### src/rtl/mono_pkg.sv
package mono_pkg;
  typedef struct packed {
    logic fall_pin;
    logic rise_pin;
    logic clr_n;
  } pins_t;

  localparam int PIN_COUNT = 3;
  // idle levels assumed at reset: both triggers low, clear released
  localparam logic [PIN_COUNT-1:0] PIN_IDLE = 3'b001;
endpackage

### src/rtl/mono_sync.sv
module mono_sync #(
  parameter int N = 3,
  parameter int STAGES = 2,
  parameter logic [N-1:0] RST_VAL = '0
) (
  input  logic         clk,
  input  logic         rst,
  input  logic [N-1:0] d,
  output logic [N-1:0] q
);
  logic [N-1:0] chain [STAGES];

  for (genvar i = 0; i < STAGES; i++) begin : g_stage
    always_ff @(posedge clk) begin
      if (rst) chain[i] <= RST_VAL;
      else if (i == 0) chain[i] <= d;
      else chain[i] <= chain[(i == 0) ? 0 : i - 1];
    end
  end

  assign q = chain[STAGES-1];
endmodule

### src/rtl/mono_qual.sv
module mono_qual
  import mono_pkg::*;
#(
  parameter int RETRIG_MIN = 4,
  parameter bit CLR_TRIGGER = 1'b1
) (
  input  logic  clk,
  input  logic  rst,
  input  pins_t now,
  output logic  fire,
  output logic  clear
);
  localparam int GAP_W = $clog2(RETRIG_MIN + 1);
  localparam logic [GAP_W-1:0] GAP_LIM = GAP_W'(RETRIG_MIN);

  pins_t prev;
  logic [GAP_W-1:0] gap;
  logic fall_hit, rise_hit, clr_hit, gap_ok;

  always_ff @(posedge clk) begin
    if (rst) prev <= pins_t'(PIN_IDLE);
    else prev <= now;
  end

  assign fall_hit = prev.fall_pin & ~now.fall_pin & now.rise_pin;
  assign rise_hit = ~prev.rise_pin & now.rise_pin & ~now.fall_pin;

  if (CLR_TRIGGER) begin : g_clr_trig
    assign clr_hit = ~prev.clr_n & now.clr_n & ~now.fall_pin & now.rise_pin;
  end else begin : g_no_clr_trig
    assign clr_hit = 1'b0;
  end

  assign gap_ok = (gap >= GAP_LIM);
  assign clear  = ~now.clr_n;
  assign fire   = (fall_hit | rise_hit | clr_hit) & now.clr_n & gap_ok;

  // cycles since the last accepted trigger, saturating
  always_ff @(posedge clk) begin
    if (rst) gap <= GAP_LIM;
    else if (fire) gap <= GAP_W'(1);
    else if (!gap_ok) gap <= gap + 1'b1;
  end
endmodule

### src/rtl/mono_timer.sv
module mono_timer #(
  parameter int WIDTH_W = 16
) (
  input  logic               clk,
  input  logic               rst,
  input  logic               clear,
  input  logic               fire,
  input  logic [WIDTH_W-1:0] width,
  output logic               pulse,
  output logic               pulse_n
);
  logic [WIDTH_W-1:0] remain;

  always_ff @(posedge clk) begin
    if (rst || clear) begin
      pulse   <= 1'b0;
      pulse_n <= 1'b1;
      remain  <= '0;
    end else if (fire) begin
      pulse   <= 1'b1;
      pulse_n <= 1'b0;
      remain  <= width;
    end else if (pulse) begin
      if (remain == '0) begin
        pulse   <= 1'b0;
        pulse_n <= 1'b1;
      end else begin
        remain <= remain - 1'b1;
      end
    end
  end
endmodule

### src/rtl/mono_oneshot.sv
module mono_oneshot
  import mono_pkg::*;
#(
  parameter int WIDTH_W = 16,
  parameter int RETRIG_MIN = 4,
  parameter int SYNC_STAGES = 2,
  parameter bit CLR_TRIGGER = 1'b1
) (
  input  logic               clk,
  input  logic               rst,
  input  logic               trig_fall,
  input  logic               trig_rise,
  input  logic               clr_n,
  input  logic [WIDTH_W-1:0] width,
  output logic               pulse,
  output logic               pulse_n
);
  logic [PIN_COUNT-1:0] pins_raw, pins_sync;
  logic fire_s, clear_s;

  assign pins_raw = {trig_fall, trig_rise, clr_n};

  mono_sync #(.N(PIN_COUNT), .STAGES(SYNC_STAGES), .RST_VAL(PIN_IDLE)) u_sync (
    .clk(clk), .rst(rst), .d(pins_raw), .q(pins_sync)
  );

  mono_qual #(.RETRIG_MIN(RETRIG_MIN), .CLR_TRIGGER(CLR_TRIGGER)) u_qual (
    .clk(clk), .rst(rst), .now(pins_t'(pins_sync)), .fire(fire_s), .clear(clear_s)
  );

  mono_timer #(.WIDTH_W(WIDTH_W)) u_timer (
    .clk(clk), .rst(rst), .clear(clear_s), .fire(fire_s), .width(width),
    .pulse(pulse), .pulse_n(pulse_n)
  );
endmodule

### config.mk
export PLATFORM = sky130hd
export DESIGN_NAME = mono_oneshot
export DESIGN_NICKNAME = d
export VERILOG_FILES = /design/src/rtl/mono_pkg.sv /design/src/rtl/mono_sync.sv /design/src/rtl/mono_qual.sv /design/src/rtl/mono_timer.sv /design/src/rtl/mono_oneshot.sv
export SDC_FILE = /design/constraint.sdc
export NUM_CORES = 1
export LEC_CHECK = 0
export BUFFER_PORTS_ARGS = -buffer_cell sky130_fd_sc_hd__buf_4
export CAP_MARGIN = 5
export CORE_ASPECT_RATIO = 1.1
export CORE_MARGIN = 4
export CORE_UTILIZATION = 58
export CTS_CLUSTER_SIZE = 40
export DETAILED_ROUTE_END_ITERATION = 8
export PLACE_DENSITY_LB_ADDON = 0.3
export RECOVER_POWER = 50
export REMOVE_ABC_BUFFERS = 1
export SETUP_SLACK_MARGIN = 0.1
export SLEW_MARGIN = 20
export SYNTH_ARGS = -nofsm -noshare
export SYNTH_HDL_FRONTEND = slang
export SYNTH_SLANG_ARGS = --single-unit
### constraint.sdc
create_clock -name clk -period 6.65 [get_ports clk]
set_clock_uncertainty 0.15 [all_clocks]
set_input_delay 0.9975 -clock clk [delete_from_list [all_inputs] [get_ports clk]]
set_output_delay 0.9975 -clock clk [all_outputs]
set_load 0.03 [all_outputs]
After elaboration in Yosys (flattened, before gate mapping)
Memories as Yosys holds them, arrays and structs flattened.
Index checks and enable logic that the tools add are counted.

cells by class
  add/subtract/negate cells = 2
  magnitude comparators = 1
  eq/ne operators = 2
  mux-type cells = 16
  bitwise operators = 17
  reductions and logical operators = 7

operator list
  kind                                                                   count
  16-bit two-way mux                                                     3
  16-bit zero test                                                       1
  16-bit by 1-bit subtractor with 16-bit output (second input constant)  1
  3-bit two-way mux                                                      4
  1-bit AND                                                              9
  1-bit two-way mux                                                      9
  2-bit inequality test (second input constant)                          2
  1-bit inverter                                                         4
  1-bit bitwise OR                                                       4
  2-bit AND reduction                                                    2
  2-bit nonzero test                                                     2
  3-bit by 1-bit adder with 3-bit output (second input constant)         1
  3-bit greater-or-equal comparator (second input constant)              1
  2-bit OR reduction                                                     1
  1-bit logical OR                                                       1

storage, ports and cells
  register bits after elaboration = 24
  RAM bits = 6
  input bits = 21
  output and inout bits = 2
  logic and storage cells = 54
  memories = 1

memory list
  name          depth  bits a word  read ports  clocked after Yosys merged registers in  write ports  line             source
  u_sync.chain  2      3            2           0                                        2            mono_sync.sv:11  logic [N-1:0] chain [STAGES];

Logic depth before layout (Yosys ltp)
Gate-level depths: netlist of the first run.

  word-level depth = 9
  depth in mapped cells = 8
  mapped depth without buffers = 7

By module
A second synthesis of the first run with hierarchy kept.

unflattened totals
  cells, all modules = 156
  area total of the unflattened synthesis = 1402.6 um2

modules (own cells, without submodules)
  module      instances  cells an instance  area each (um2)  sequential area each (um2)
  mono_timer  1          119                987.2            360.3
  mono_qual   1          25                 257.7            120.1
  mono_sync   1          12                 157.7            120.1

Worst setup path before layout of the first run
No wires, ideal clock.

  path type = reg2reg
  start = reg u_timer.remain[0]
  end = reg u_timer.remain[1]
  library setup time = 66 ps
  arrival = 2180 ps
  required time = 6434 ps
  slack = 4254 ps
  cell stages (with the launch flop) = 9
  buffers on the path = 1
  clock period less this slack = 2396 ps
  path through = dfxtp_1 > inv_1 > ha_1 > or3b_2 > or4_4 > buf_6 > and3_4 > a221o_1 > a21oi_2

on the way
  cells in the longest elaborated chain, start to end = 4
  elaborated cells between the ends (all ways) = 7
  classes of those cells = 1 x add/sub; 1 x eq/ne; 3 x mux; 2 x reduce/logical

ends and longest elaborated chain
  item                                           line              source
  start: declaration                             mono_timer.sv:12  logic [WIDTH_W-1:0] remain;
  start signal: assignment                       mono_timer.sv:22  remain <= width;
  start signal: assignment                       mono_timer.sv:28  remain <= remain - 1'b1;
  16-bit by 1-bit subtractor with 16-bit output  mono_timer.sv:28
  16-bit two-way mux                             mono_timer.sv:24  if (remain == '0) begin
  16-bit two-way mux                             mono_timer.sv:23  end else if (pulse) begin
  16-bit two-way mux                             mono_timer.sv:19  end else if (fire) begin

Several ways; a longest one is shown, not always the timed one. The select of a mux whose other input is x is not followed.
A chain may end at the register's enable or synchronous reset.

Worst setup path after layout of the first run
Ends and elaborated chain as after synthesis.

==> run summary, run 1 <==
The end of the critical path is u_timer.remain[1]. The critical path depth in cells came out at 7. The routing usage on met3 is 6.80%. The initial antenna violation count is 0. The average via count per standard cell is 5.71. The number of buffers on the longest clock path is 2. The clock net sink count is 30. The die footprint came out at 3240 um^2. Of the post-synthesis cell area, the dominant cell type holds 43.2%.

Registers are responsible for 48.8% of the overall power. The number of detailed-route iterations in the first pass came out at 4. The dominant delay contributor by cell family on the critical path is simple AND/OR/NAND/NOR gates.

Pin placement for this block handled 23 I/O pins. The detail-routed net length per standard cell came out at 13.1 um. The overall track demand over capacity in global routing is 19.2%. The stage delay of the slowest cell on the critical path is 0.68 ns. Relative to the synthesized area, the layout overhead comes to 15.5%.

Once the floorplan was initialized, standard cells occupied 61.1% of the core. For this design the ratio of total power to cell area is 253 nW/um^2. The total vias in the final route came out at 1176. The number of placement rows came out at 18. The final estimated routing congestion in global placement is 0.803. The critical path goes through inv_1 -> ha_1 -> or3b_2 -> or4_1 -> and3_4 -> a221o_1 -> a21oi_2. Tracing the worst setup path back leads to its startpoint at u_timer.remain[0].

In this run the cell area of the synthesized design comes to 1390 um^2. The highest ir drop seen on vdd came out at 215 uV. The worst setup slack after layout came out at 4.02 ns. The total negative slack for setup checks is 0 ns. The slowest stage of the critical path is the or4_1 cell. The clock tree synthesis step divided the H-tree into 2 levels. Clock tree synthesis selected as its root buffer the cell clkbuf_4. The placeable core region came out at 2270 um^2. The violation count after the first detailed-routing iteration is 30.

The post-CTS clock slew at the launch and capture registers of the worst setup and hold paths came out at 0.10 ns. The number of hold violations in the final report came to 0. In this run, post-CTS hold repair placed 0 buffers. The period utilization came out at 39.6%.

The setup-violating endpoint count in the final report came out at 0. In this run, the clock network consumes 34.8% of the power. After legalization and detailed placement, the total HPWL measured 1860 um. The worst setup slack before clock tree synthesis came out at 4.14 ns. Summing the sequential cell areas from Yosys gives 43.2% of the chip area. The CTS tree is yes. The flip-flop and latch count after synthesis came out at 30. The floorplan step set the die width to 54.7 um. The proportion of layout cells with a drive suffix above 1 came out at 19.9%.

The number of cells on the worst reg-to-reg path is 7. The distinct cell type count after synthesis is 40. The flow ran to the end, and the final reports show no timing, DRC or antenna violations. The floorplan die height came out at 59.3 um. The Yosys step of the flow raised 0 warnings. Together, buffers and inverters on the worst path number 1.

The worst path arrival time came out at 2.75 ns. The number of diodes added for antenna fixing came out at 0. The final wirelength came out at 2700 um. The later pin in the worst-skew pair is clocked with a latency of 0.33 ns.

The number of CTS-inserted buffers is 5. For flop-to-flop paths, the worst setup slack is 4.02 ns. Summed over all layers, the global routing overflow is 0. In the post-synthesis netlist, the biggest area contributors are dfxtp_1, xnor2_1, o21ai_0. The sort of element at the end of the critical path is a flop. STA classifies the critical path startpoint as a flop. The required time of the critical path is 6.77 ns. The mean instance size in the synthesized netlist is 8.96 um^2.

The library cell used most frequently in the layout, excluding fill and tap cells, is dfxtp_1. met2 is the most crowded layer. The largest fanout on the critical path is 8. The critical path is of the flop to flop type. The transition time of the tightest slew-check pin is 0.912 ns. In this run the critical register-to-register path is launched from u_timer.remain[0]. The static power due to leakage is 0.587 nW. Net switching is 26.5% of the power. The DRC violation count after routing came out at 0. The combinational fraction of design power is 16.4%. In the layout the commonest cells are dfxtp_1, buf_4, o21ai_0, a21oi_1, xnor2_1. The post-synthesis cell count came out at 155. The global-route wire length before repair is 4470 um. The number of routed nets with antenna violations came out at 0. Setup repair after global routing left no endpoint under its margin. The via count of the first global-routing pass is 1050. Static timing analysis puts the maximum clock frequency at 380 MHz. The max-slew violation count is 0. The cell type with the highest aggregate area in the netlist is dfxtp_1. The post-CTS setup buffer count came out at 0.

The net switching power came out at 108 uW. The relative max-transition margin is 39.1%. Global routing used 30.7% of the available met2 tracks. The max capacitance violation total is 0. The number of buffer cells added on primary ports came out at 22. The minimum clock period after layout is 2.63 ns. The layout net count is 199.

The end of the worst register-to-register path is u_timer.remain[1]. The pin count of the biggest net entering global routing is 34. The met1 global-route usage came out at 22.9%.

The internal power is 299 uW. After clock tree synthesis, the repair step resized 0 gates. The tightest min-delay check is of the flop to flop type.
power by group through the flow:
stage / registers, mW / logic, mW / clock network [mW]
floorplan: 0.201 / 0.0477 / 0
global placement: 0.202 / 0.0669 / 0
detailed placement: 0.202 / 0.0688 / 0
CTS: 0.198 / 0.0696 / 0.143
global route: 0.200 / 0.0740 / 0.153
finish: 0.199 / 0.0666 / 0.142
worst min-delay path by stage:
stage / startpoint / depth (start not counted) / slack, ns / end
after floorplan: u_sync.chain[0][0] / 1 / 0.24 / u_sync.chain[1][0]
after global placement: u_sync.chain[0][0] / 1 / 0.24 / u_sync.chain[1][0]
after detailed placement: u_sync.chain[0][0] / 1 / 0.26 / u_sync.chain[1][0]
after CTS: u_sync.chain[0][0] / 1 / 0.28 / u_sync.chain[1][0]
after global routing: u_sync.chain[0][0] / 1 / 0.29 / u_sync.chain[1][0]
final: u_sync.chain[0][0] / 1 / 0.28 / u_sync.chain[1][0]
worst register-to-register path: stages, from the launching register on:
cell and delay (ns):
dfxtp_1 0.34, inv_1 0.11, ha_1 0.20, or3b_2 0.48, or4_1 0.68, and3_4 0.25, a221o_1 0.27, a21oi_2 0.11
metrics by stage:
stage	total power, mW	cell area, um^2	hold WS (ns)	util, %	instances
2_1_floorplan	0.249	1340	0.239	-	146
3_3_place_gp	0.269	1540	0.245	67.7	198
3_5_place_dp	0.271	1540	0.256	67.7	198
4_1_cts	0.411	1620	0.282	71.2	206
5_1_grt	0.427	1600	0.287	70.5	206
6_report	0.407	1600	0.277	70.5	206
registers in the layout (all words and copies together) (netlist names):
name	cells
u_qual.gap	3
u_qual.prev	3
u_sync.chain	6
u_timer.pulse	1
u_timer.pulse_n	1
u_timer.remain	16
Yosys cell counts:
cell / number
a211oi_1: 2
a21oi_1: 14
a21oi_2: 1
a221o_1: 1
a311oi_1: 1
a31oi_1: 1
and3_4: 1
buf_2: 1
buf_6: 1
clkbuf_1: 6
dfxtp_1: 30
dlymetal6s2s_1: 1
ha_1: 3
inv_1: 6
nand2_1: 4
nand2b_1: 3
nand3_1: 6
nand3b_1: 1
nand4_1: 1
nand4b_1: 1
nor2_1: 7
nor2b_1: 7
nor3_1: 6
nor3b_1: 2
nor4_1: 4
nor4b_1: 1
nor4bb_1: 1
o211a_1: 1
o211ai_1: 1
o21ai_0: 15
o31ai_1: 1
o41ai_1: 1
or2_2: 3
or3_2: 1
or3b_2: 1
or4_1: 2
or4_2: 2
or4_4: 1
xnor2_1: 9
xor2_1: 4
cell families after synthesis:
logic type | after synthesis | share of synthesized area (%)
adder cells (fa/ha/maj) | 3 | 2.70
buffers and inverters | 15 | 5.31
XOR/XNOR | 13 | 8.20
flip-flops | 30 | 43.2
AND/OR/NAND/NOR | 55 | 24.1
AO/OA/AOI/OAI | 39 | 16.4
routing by layer:
metal | vias to the layer above | share of wire (%)
met1 | 552 | 44
met2 | 19 | 50
met3 | 7 | 4.5
li1 | 598 | -
met4 | 0 | 1.5
met5 | - | 0
layout make-up:
type,count,area [um^2]
clock buffer,6,41.3
clock inverter,2,37.5
fill,184,671
inverter,6,22.5
multi-input combinational,110,711
sequential,30,601
tap,30,37.5
timing repair buffer,22,154
(Power assumes the default switching activity.)
==> run 2: changes to the inputs <==
--- a/config.mk
+++ b/config.mk
@@ -5,11 +5,12 @@
 export SDC_FILE = /design/constraint.sdc
 export NUM_CORES = 1
 export LEC_CHECK = 0
+export ABC_AREA = 1
 export BUFFER_PORTS_ARGS = -buffer_cell sky130_fd_sc_hd__buf_4
 export CAP_MARGIN = 5
 export CORE_ASPECT_RATIO = 1.1
 export CORE_MARGIN = 4
-export CORE_UTILIZATION = 58
+export CORE_UTILIZATION = 51
 export CTS_CLUSTER_SIZE = 40
 export DETAILED_ROUTE_END_ITERATION = 8
 export PLACE_DENSITY_LB_ADDON = 0.3
==> constraint.sdc (replaced) <==
create_clock -name clk -period 2.4 [get_ports clk]
set_clock_uncertainty 0.15 [all_clocks]
set_input_delay 0.36 -clock clk [delete_from_list [all_inputs] [get_ports clk]]
set_output_delay 0.36 -clock clk [all_outputs]
set_load 0.03 [all_outputs]
==> run summary, run 2 <==
The startpoint identified for the worst register-to-register timing path is u_sync.chain[1][1]. The flip-flop count of the largest register, all copies and words added came out at 16 (unchanged). The highest ir drop seen on vdd came out at 456 uV (+110%). The startpoint identified for the worst hold timing path is clr_n.

The largest registers in the layout are u_timer.remain: 16 flops, u_sync.chain: 6 flops. The global-route congestion overflow total is 0 (unchanged). The number of fill cells came out at 317 (+72%). The setup-violating endpoint count in the final report came out at 0 (unchanged).

The combinational fraction of design power was 30.7% (+14 points). The overall power consumption is 1.41 mW (+250%). The initial cell density of the core was 54.9% (-6.2 points). The final hold slack came out at 0.0370 ns (-0.240 ns). The critical path is of the flop to flop type. The register share of total power is 39.8% (-9.0 points).

The period utilization came out at 75.8% (+36 points). The worst setup path is captured at a flop. The power density of the placed cells came to 717 nW/um^2 (+180%). The mean instance size in the synthesized netlist came out at 6.57 um^2 (-27%). The library cells used most frequently in the layout, excluding fill and tap cells, are nor2_1, nand2_1, dfxtp_1, inv_1, buf_4.

The insertion delay to the later sink of the worst-skew pair is 0.35 ns (+0.02 ns). The share of Yosys cell area claimed by the top area cell type came out at 35.0% (-8.2 points). The number of synthesized flops with an enable pin came out at 0 (unchanged).

By area the synthesized netlist is led by dfxtp_1, nor2_1, nand2_1. The number of routed nets with antenna violations came to 0 (unchanged). The violation count after the first detailed-routing iteration is 83 (+180%). The stage delay of the slowest cell on the critical path is 0.37 ns (-0.31 ns).

The transition time of the tightest slew-check pin came out at 0.408 ns (-0.504 ns). The worst hold path belongs to the class input port to flop. The die footprint came out at 4360 um^2 (+34%).

Setup repair after global routing left no endpoint under its margin. The number of buffers on the longest clock path is 2 (unchanged). The internal power came out at 915 uW (+210%).

The number of H-tree levels came out at 2 (unchanged). The number of hold violations in the final report came out at 0 (unchanged). The worst register-to-register path ends at u_timer.remain[1].

The post-CTS setup buffer count is 0 (unchanged). The width of the die is 63.3 um (+16%). The number of diodes added for antenna fixing came to 0 (unchanged).

The layout net count came to 309 (+55%). The commonest register cell after synthesis is dfxtp_1. The flip-flop and latch count after synthesis came out at 30 (unchanged). The final estimated routing congestion in global placement came out at 0.823 (+2.6%). The endpoint of the worst hold-timing path is u_sync.chain[0][0]. The average via count per standard cell came out at 5.04 (-12%).

The number of CTS-inserted buffers is 5 (unchanged). The DRC violation count after routing came out at 0 (unchanged). Summed over all instances, the cell type with the most area after synthesis is dfxtp_1.

The cell that appears most often on the critical path is nor2_1. The final instance area came out at 1960 um^2 (+22%). The total buffers and inverters traversed by the critical path came to 1 (unchanged).

The floorplan die height is 68.8 um (+16%). The total vias in the final route came out at 1612 (+37%). The clock root buffer master is clkbuf_4.

The via count of the first global-routing pass came out at 1478 (+41%). The total negative slack for setup checks came out at 0 ns (unchanged). The number of cell instances on the worst register-to-register path is 7 (unchanged). The post-CTS clock slew at the launch and capture registers of the worst setup and hold paths came out at 0.10 ns (about the same).

The post-cts repair resize count came out at 0 (unchanged). The sequential-to-total area share from yosys stat is 35.0% (-8.2 points). The worst path arrival time is 1.92 ns (-0.83 ns).

The I/O pin total is 23 (unchanged). Leaving out fill and tap cells, the most frequent cell in the layout is nor2_1. TritonCTS built the clock tree. The net switching power came out at 492 uW (+360%). The static power due to leakage came out at 0.965 nW (+64%). STA classifies the critical path startpoint as a flop. The sequential cell area in the final layout came out at 601 um^2 (unchanged). The final design utilization came out at 62.8% (-7.7 points). The global-route wire length before repair came to 6340 um (+42%). The final wirelength is 3530 um (+31%). The largest fanout on the critical path is 28 (+20). The register with the most flip-flops is u_timer.remain. The overall track demand over capacity in global routing is 18.8% (-0.42 points). The slowest stage cell on the critical path is dfxtp_1.

The pin count of the biggest net entering global routing is 29 (-15%). Counting instances in the post-synthesis netlist gives the leading cell types as nor2_1, nand2_1, dfxtp_1, inv_1, nand3_1. The initial antenna violation count came out at 0 (unchanged). The required time of the critical path was 2.50 ns (-4.27 ns).

The instance count along the most critical hold path came out at 2 (+1). The distinct cell type count after synthesis was 30 (-25%). The area added between synthesis and finish is 14.4%. By instance count, the leading cell after synthesis is nor2_1.

The count of hold-fix buffers inserted at cts is 0 (unchanged). The total placed instance area is 1890 um^2 (+23%). The proportion of layout cells with a drive suffix above 1 is 16.4% (-3.5 points). The total area of multi-input combinational cells is 958 um^2 (+35%). The clock share of power is 29.5% (-5.3 points). The detail-routed net length per standard cell came to 11.0 um (-16%). The count of synthesis-stage warnings from yosys is 0 (unchanged). The relative max-transition margin came out at 72.7% (+34 points). The number of buffer cells added on primary ports came out at 22 (unchanged). The number of detailed-route iterations in the first pass is 4 (unchanged). The area of the mapped netlist came out at 1720 um^2 (+24%). The placeable core region came out at 3130 um^2 (+37%). The switching power share of the total came out at 35.0% (+8.5 points). The flow ran to the end, and the final reports show no timing, DRC or antenna violations.

The clock net sink count is 30 (unchanged). The register-to-register path setup slack came out at 0.58 ns (-3.44 ns). The minimum clock period after layout came out at 1.82 ns (-0.811 ns). The HPWL reported at the end of detailed placement came out at 2530 um (+36%). The proportion of synthesized flip-flops having asynchronous set or reset is 0% (unchanged).

The critical path depth in cells is 7 (unchanged). The critical path goes through nand2_1 -> nor2_1 -> nand3_4 -> nand2_8 -> clkinv_2 -> nor2_1 -> nor2_1. The number of placement rows is 21 (+3).

The highest clock rate is 550 MHz (+45%). Grouping stages by cell kind, the critical path spends the most delay in simple AND/OR/NAND/NOR gates. The max capacitance violation total is 0 (unchanged). The max-slew violation count came out at 0 (unchanged).

The post-synthesis cell count is 261 (+68%).
-- run 2: cell families after synthesis --
| kind of cell | share of synthesized area (%) |
|---|---|
| compound gates | 11.8 |
| xor+xnor | 0.511 |
| fa+ha+maj | 2.19 |
| buf+inv | 8.97 |
| flops | 35.0 |
| mux | 0.656 |
| simple gates | 40.8 |
-- run 2: worst max-delay path by stage --
stage,slack [ns],endpoint,start
CTS,0.60,u_timer.remain[1],u_timer.remain[0]
detailed placement,0.62,u_timer.remain[1],u_timer.remain[0]
global route,0.40,u_timer.remain[7],u_sync.chain[1][1]
finish,0.58,u_timer.remain[1],u_sync.chain[1][1]
global placement,0.66,u_timer.remain[1],u_timer.remain[0]
floorplan,0.81,u_timer.remain[1],u_timer.remain[0]
-- run 2: metrics by stage --
step / setup WS, ns / cells
6_report: 0.580 / 320
3_5_place_dp: 0.620 / 312
5_1_grt: 0.399 / 320
3_3_place_gp: 0.661 / 312
2_1_floorplan: 0.807 / 255
4_1_cts: 0.602 / 320
-- run 2: layout make-up --
| type | instances | share of cell area, % |
|---|---|---|
| multi-input cells | 194 | 48.8 |
| flip-flops and latches | 30 | 30.6 |
| repair buffers | 23 | 8.22 |
| inverters | 31 | 5.99 |
| clock inverters | 3 | 2.29 |
| well taps | 34 | 2.17 |
| clock buffers | 5 | 1.91 |
-- run 2: power groups by stage --
| stage | clock [mW] | sequential, mW | combinational, mW |
|---|---|---|---|
| CTS | 0.424 | 0.559 | 0.436 |
| detailed placement | 0 | 0.571 | 0.430 |
| finish | 0.415 | 0.560 | 0.432 |
| global placement | 0 | 0.571 | 0.425 |
| global route | 0.444 | 0.565 | 0.502 |
| floorplan | 0 | 0.568 | 0.337 |
-- run 2: layer usage --
layer	wire (um)	vias up	GRT usage [%]
met1	1550	703	21.5
met2	1710	38	33.3
met3	208	7	5.83
met4	66	0	7.28
met5	0	-	0
li1	-	864	-
-- run 2: worst register-to-register path, cell delays in order, from the launching register on --
cell and delay (ns):
dfxtp_1 0.37, nand2_1 0.06, nor2_1 0.19, nand3_4 0.33
nand2_8 0.27, clkinv_2 0.16, nor2_1 0.14, nor2_1 0.05
